<file path="config.mk">
export PLATFORM = sky130hd
export DESIGN_NAME = wbuf_bypass
export DESIGN_NICKNAME = d
export VERILOG_FILES = /design/src/rtl/wbuf_pkg.sv /design/src/rtl/wbuf_store.sv /design/src/rtl/wbuf_match.sv /design/src/rtl/wbuf_bypass.sv
export SDC_FILE = /design/constraint.sdc
export NUM_CORES = 1
export LEC_CHECK = 0
export CORE_MARGIN = 2
export CORE_UTILIZATION = 55
export CTS_CLUSTER_SIZE = 40
export DETAILED_ROUTE_END_ITERATION = 12
export GPL_TIMING_DRIVEN = 0
export PLACE_DENSITY = 0.78
export REMOVE_ABC_BUFFERS = 1
export SYNTH_ARGS = -nofsm -noshare
export SYNTH_HDL_FRONTEND = slang
export SYNTH_SLANG_ARGS = --single-unit
</file>
<file path="constraint.sdc">
create_clock -name clk -period 3.5 [get_ports clk]
set_input_delay 0.525 -clock clk [delete_from_list [all_inputs] [get_ports clk]]
set_output_delay 0.525 -clock clk [all_outputs]
set_load 0.05 [all_outputs]
</file>
<file path="src/rtl/wbuf_pkg.sv">
package wbuf_pkg;
    typedef enum logic [1:0] {
        RS_IDLE  = 2'd0,
        RS_ISSUE = 2'd1,
        RS_WAIT  = 2'd2
    } rd_state_e;
endpackage

</file>
<file path="src/rtl/wbuf_store.sv">
// Circular slot storage: push at tail, pop at head. DEPTH must be a power of two (>= 2).
module wbuf_store #(
    parameter int DEPTH = 4,
    parameter int AW    = 8,
    parameter int DW    = 16
) (
    input  logic                         clk,
    input  logic                         rst_n,
    input  logic                         push,
    input  logic [AW-1:0]                push_addr,
    input  logic [DW-1:0]                push_data,
    input  logic                         pop,
    output logic [DEPTH-1:0]             ent_vld,
    output logic [DEPTH-1:0][AW-1:0]     ent_addr,
    output logic [DEPTH-1:0][DW-1:0]     ent_data,
    output logic [$clog2(DEPTH)-1:0]     head,
    output logic                         empty,
    output logic                         full
);
    localparam int PW = $clog2(DEPTH);

    typedef struct packed {
        logic [DEPTH-1:0]         vld;
        logic [DEPTH-1:0][AW-1:0] addr;
        logic [DEPTH-1:0][DW-1:0] data;
        logic [PW-1:0]            head;
        logic [PW-1:0]            tail;
    } store_t;

    store_t s_d, s_q;

    always_comb begin
        s_d = s_q;
        if (pop) begin
            s_d.vld[s_q.head] = 1'b0;
            s_d.head          = s_q.head + 1'b1;
        end
        if (push) begin
            s_d.vld[s_q.tail]  = 1'b1;
            s_d.addr[s_q.tail] = push_addr;
            s_d.data[s_q.tail] = push_data;
            s_d.tail           = s_q.tail + 1'b1;
        end
    end

    always_ff @(posedge clk) begin
        if (!rst_n) s_q <= '0;
        else        s_q <= s_d;
    end

    assign ent_vld  = s_q.vld;
    assign ent_addr = s_q.addr;
    assign ent_data = s_q.data;
    assign head     = s_q.head;
    assign empty    = ~|s_q.vld;
    assign full     = &s_q.vld;
endmodule

</file>
<file path="src/rtl/wbuf_match.sv">
// Associative lookup: walks slots from oldest to youngest so the youngest hit wins.
module wbuf_match #(
    parameter int DEPTH = 4,
    parameter int AW    = 8,
    parameter int DW    = 16
) (
    input  logic [DEPTH-1:0]             ent_vld,
    input  logic [DEPTH-1:0][AW-1:0]     ent_addr,
    input  logic [DEPTH-1:0][DW-1:0]     ent_data,
    input  logic [$clog2(DEPTH)-1:0]     head,
    input  logic [AW-1:0]                key,
    output logic                         hit,
    output logic [DW-1:0]                hit_data
);
    localparam int PW = $clog2(DEPTH);

    logic [DEPTH-1:0] eq;

    genvar g;
    generate
        for (g = 0; g < DEPTH; g++) begin : g_cmp
            assign eq[g] = ent_vld[g] && (ent_addr[g] == key);
        end
    endgenerate

    always_comb begin
        logic [PW-1:0] idx;
        hit      = 1'b0;
        hit_data = '0;
        for (int k = 0; k < DEPTH; k++) begin
            idx = head + PW'(k);
            if (eq[idx]) begin
                hit      = 1'b1;
                hit_data = ent_data[idx];
            end
        end
    end
endmodule

</file>
<file path="src/rtl/wbuf_bypass.sv">
module wbuf_bypass
    import wbuf_pkg::*;
#(
    parameter int DEPTH = 4,
    parameter int AW    = 8,
    parameter int DW    = 16
) (
    input  logic          clk,
    input  logic          rst_n,
    input  logic          strict_order,
    input  logic          wr_valid,
    output logic          wr_ready,
    input  logic [AW-1:0] wr_addr,
    input  logic [DW-1:0] wr_data,
    input  logic          rd_valid,
    output logic          rd_ready,
    input  logic [AW-1:0] rd_addr,
    output logic          rsp_valid,
    output logic [DW-1:0] rsp_data,
    output logic          mem_req_valid,
    input  logic          mem_req_ready,
    output logic          mem_req_we,
    output logic [AW-1:0] mem_req_addr,
    output logic [DW-1:0] mem_req_wdata,
    input  logic          mem_rsp_valid,
    input  logic [DW-1:0] mem_rsp_data
);
    localparam int PW = $clog2(DEPTH);

    typedef struct packed {
        rd_state_e     st;
        logic [AW-1:0] raddr;
        logic          rsp_v;
        logic [DW-1:0] rsp_d;
    } ctl_t;

    ctl_t c_d, c_q;

    logic [DEPTH-1:0]         e_vld;
    logic [DEPTH-1:0][AW-1:0] e_addr;
    logic [DEPTH-1:0][DW-1:0] e_data;
    logic [PW-1:0]            head;
    logic                     empty, full, push, pop;
    logic                     hit, rd_take, drain;
    logic [DW-1:0]            hit_data;

    wbuf_store #(.DEPTH(DEPTH), .AW(AW), .DW(DW)) u_store (
        .clk      (clk),
        .rst_n    (rst_n),
        .push     (push),
        .push_addr(wr_addr),
        .push_data(wr_data),
        .pop      (pop),
        .ent_vld  (e_vld),
        .ent_addr (e_addr),
        .ent_data (e_data),
        .head     (head),
        .empty    (empty),
        .full     (full)
    );

    wbuf_match #(.DEPTH(DEPTH), .AW(AW), .DW(DW)) u_match (
        .ent_vld (e_vld),
        .ent_addr(e_addr),
        .ent_data(e_data),
        .head    (head),
        .key     (rd_addr),
        .hit     (hit),
        .hit_data(hit_data)
    );

    always_comb begin
        wr_ready      = !full;
        push          = wr_valid && !full;
        rd_ready      = (c_q.st == RS_IDLE) && (!strict_order || empty);
        rd_take       = rd_valid && rd_ready;
        // a read handshake blocks draining for that cycle: reads go first
        drain         = (c_q.st == RS_IDLE) && !empty && !rd_take;
        mem_req_valid = drain || (c_q.st == RS_ISSUE);
        mem_req_we    = drain;
        mem_req_addr  = (c_q.st == RS_ISSUE) ? c_q.raddr : e_addr[head];
        mem_req_wdata = e_data[head];
        pop           = drain && mem_req_ready;

        c_d       = c_q;
        c_d.rsp_v = 1'b0;
        unique case (c_q.st)
            RS_IDLE: begin
                if (rd_take) begin
                    if (hit) begin
                        c_d.rsp_v = 1'b1;
                        c_d.rsp_d = hit_data;
                    end else begin
                        c_d.st    = RS_ISSUE;
                        c_d.raddr = rd_addr;
                    end
                end
            end
            RS_ISSUE: begin
                if (mem_req_ready) c_d.st = RS_WAIT;
            end
            RS_WAIT: begin
                if (mem_rsp_valid) begin
                    c_d.st    = RS_IDLE;
                    c_d.rsp_v = 1'b1;
                    c_d.rsp_d = mem_rsp_data;
                end
            end
            default: c_d.st = RS_IDLE;
        endcase
    end

    always_ff @(posedge clk) begin
        if (!rst_n) c_q <= '0;
        else        c_q <= c_d;
    end

    assign rsp_valid = c_q.rsp_v;
    assign rsp_data  = c_q.rsp_d;
endmodule

</file>
==> run_results.csv <==
group,metric,value,unit
finish,instances_no_fill,1200,
grt,grtUsageTotal,29.66,%
route,via_count,7332,
sta,fin_crit_sh,97.91,%
finish,antenna_cells,0,
sta,fmax,291.8,MHz
synthesis,synthAdderAreaFrac,1.255,%
synthesis,synth.avg_cell_area,8.232,sq um
synthesis,synth-xor-area-share,3.733,%
floorplanning,rows,44,
critical_path,arrival,2.90,ns
finish,final_cell_mix,"nand2_1 (271), dfxtp_1 (129), a21boi_0 (104)",
critical_path,crit_path_start_kind,"flip-flop",
synthesis,ys.flop_type,"dfxtp_1",
floorplanning,io_pins,100,
synthesis,yosys.area_share.simple,19.28,%
grt,grt_start_max_net_pins,87,
sta,setup_viol,0,
floorplanning,die_w,124.4,um
finish,final_common_cell,"nand2_1",
sta,finalHoldViolations,0,
place,place_hpwl,13860,um
route,drtAntennaViolNets,0,
grt,antenna_found_initial,0,
clock_network,cts.sinks,131,
place,gp_congestion,0.8262,
clock_network,clk_path_buf_depth,2,
pwr,power,4.147,mW
route,wl,23270,um
synthesis,synth.area.mux_share,13.08,%
synthesis,synth_top_cell_by_area,"dfxtp_1",
critical_path,critPathKind,"reg -> out",
clock_network,cts-root-buf,"clkbuf_16",
synthesis,synth.ff_latch_count,131,
grt,top_usage_layer,"met2",
floorplanning,die_area,0.01548,sq mm
synthesis,synth_edf_count,0,
synthesis,synth_top_cells_by_area,"dfxtp_1 (33%), nand2_1 (13%), a21boi_0 (9.8%)",
critical_path,reg2reg_slack,0.25,ns
route,drt_iter0_drc,840,
synthesis,ys_types,54,
grt,use_met1,39.25,%
sta,tightest_slew,1.409,ns
clock_network,cts_tree,"done",
critical_path,slowest_delay,0.73,ns
finish,synthToLayoutAreaGrowth,19.12,%
worst_hold_path,hold_path_class,"reg -> reg",
grt,grtUsageMet2,46.87,%
sta,skew,0.004516,ns
clock_network,cts_made_buffers,17,
route,viasPerCell,6.110,
grt,grt_pass1_wl,37030,um
critical_path,path_max_fanout,24,
sta,rsz0062_at_grt,"no",
floorplanning,die_y,124.4,um
finish,layout.nets,1066,
clock_network,postCtsHoldBufs,0,
sta,period_minus_slack,3.427,ns
sta,drv_slew,0,
synthesis,synth_top_area_share,32.88,%
route,drcViolationCount,0,
critical_path,cp.required,2.97,ns
synthesis,synthArstFlopShare,0,%
route,firstDrtPassIters,6,
synthesis,synthesis.area,0.007976,sq mm
job,maxCapViolCount,0,
synthesis,synth_top_family_by_area,"compound AO/OA/AOI/OAI gates",
place,place_inst,1159,
pwr,ir_drop,0.3611,mV
floorplanning,initial_core_util,55.51,%
clock_network,h-tree-depth,4,
grt,grt_pass1_vias,7165,
outcome,run_status,"completed",
finish,drive_above_1_share,11.52,%
grt,grt-ovfl-total,0,
clock_network,clk_pin_slew_worst_paths,0.06,ns
place,io_buffers,99,
finish,fillers,1222,
synthesis,syn-instance-count,969,
pwr,power_leakage,3.166,nW
synthesis,synth-compound-area-share,23.48,%
critical_path,path_cells,"buf_16, mux4_2, mux2_2, clkdlybuf4s50_1",
grt,use_met3,5.756,%
synthesis,yosysSeqAreaShare,32.88,%
synthesis,ys_warn_count,0,
clock_network,insertion_delay,0.43,ns
pwr,p_per_area,436.4,mW/mm^2
critical_path,crit_slowest_cell,"dfxtp_2",
critical_path,endpoint_kind,"output pin",
place,post-place-ws,-1.143,ns
floorplanning,fp.coreArea,0.01437,sq mm
sta,worst_slack,0.07330,ns
sta,slew_headroom,6.047,%
route,drt-wirelength-per-cell,19.39,um
through the flow:
step / TNS (ns) / cell area, sq um / hold WS [ns] / util, %
6_report: 0 / 9502 / 0.4727 / 66.13
5_1_grt: 0 / 9502 / 0.4979 / 66.13
4_1_cts: -0.03292 / 9433 / 0.4761 / 65.65
3_5_place_dp: -18.16 / 8807 / 0.4657 / 61.29
3_3_place_gp: -185.83 / 8718 / 0.4639 / 60.68
2_1_floorplan: -48.63 / 7497 / 0.4505 / -
worst max-delay path: cells and delay by family (launching register included):
family | cells | cell delay, ns
buffers and inverters | 2 | 0.96
muxes | 2 | 0.78
DFF | 1 | 0.73
cell families after synthesis:
family | count (synthesis)
adder cells (fa/ha/maj) | 8
AO/OA/AOI/OAI | 248
AND/OR/NAND/NOR | 356
flip-flops | 131
multiplexers | 90
buffers and inverters | 102
XOR/XNOR | 34
cell type report:
class | count | area [sq um] | share of cell area, %
Clock buffer | 28 | 516.7 | 5.439
Clock inverter | 4 | 45.04 | 0.4741
Inverter | 6 | 26.28 | 0.2765
Multi-Input combinational cell | 736 | 4887 | 51.44
Sequential cell | 131 | 2628 | 27.65
Tap cell | 184 | 230.2 | 2.423
Timing Repair Buffer | 111 | 1169 | 12.30
worst paths after layout:
| kind | from | endpoint | cells after the start |
|---|---|---|---|
| worst min-delay path | flip-flop | flip-flop | 2 |
| worst min register to register | flip-flop | flip-flop | 2 |
| worst max-delay path | u_store.head[1] | mem_req_addr[5] | 4 |
| worst max register to register | u_store.head[1] | rsp_data[5] | 8 |
routing by layer:
metal  share of wire [%]  vias up  wire length, um
met5                   0        -                0
met2                  47      366            10900
met3                 8.6       57             2002
li1                    -     3465                -
met4                 2.2        0              520
met1                  42     3444             9845
what timing repair did:
action                                  4_1_cts  5_1_grt
endpoints found under the setup margin       22       27
cloned                                        0        0
resized for setup                             7        3
endpoints found under the hold margin         0        0
pin swaps                                     1        0
setup buffers                                 4        5
power by group:
| part | switching [mW] | total, mW | internal [mW] |
|---|---|---|---|
| clock network | 0.655 | 1.72 | 1.07 |
| registers | 0.0556 | 1.61 | 1.55 |
| logic | 0.498 | 0.815 | 0.317 |
cell usage after synthesis, types with 2 or more instances:
cell,instances
nand3_1,11
and2_1,6
o21ai_0,24
or4_1,6
o2111ai_1,7
o31ai_1,6
nor4_1,2
o22ai_1,16
a21boi_0,104
nand4_1,6
inv_1,6
mux2i_1,48
o21ai_1,2
mux2_2,34
o32a_1,9
buf_6,4
nand2_2,2
o31ai_2,10
dfxtp_1,131
nor2_1,13
and3_1,8
a21oi_2,10
nor2b_1,7
nor3_1,4
ha_1,8
nand2b_1,2
buf_1,5
nand3b_1,2
a211oi_1,15
a21oi_1,21
o211ai_1,2
a32o_1,7
xnor2_1,27
nor3b_1,2
mux4_2,8
or3_1,7
xor2_1,7
a32oi_1,9
clkbuf_1,52
nand2_1,272
buf_2,17
buf_4,18
Note: power is estimated with default switching activity, not from simulation.
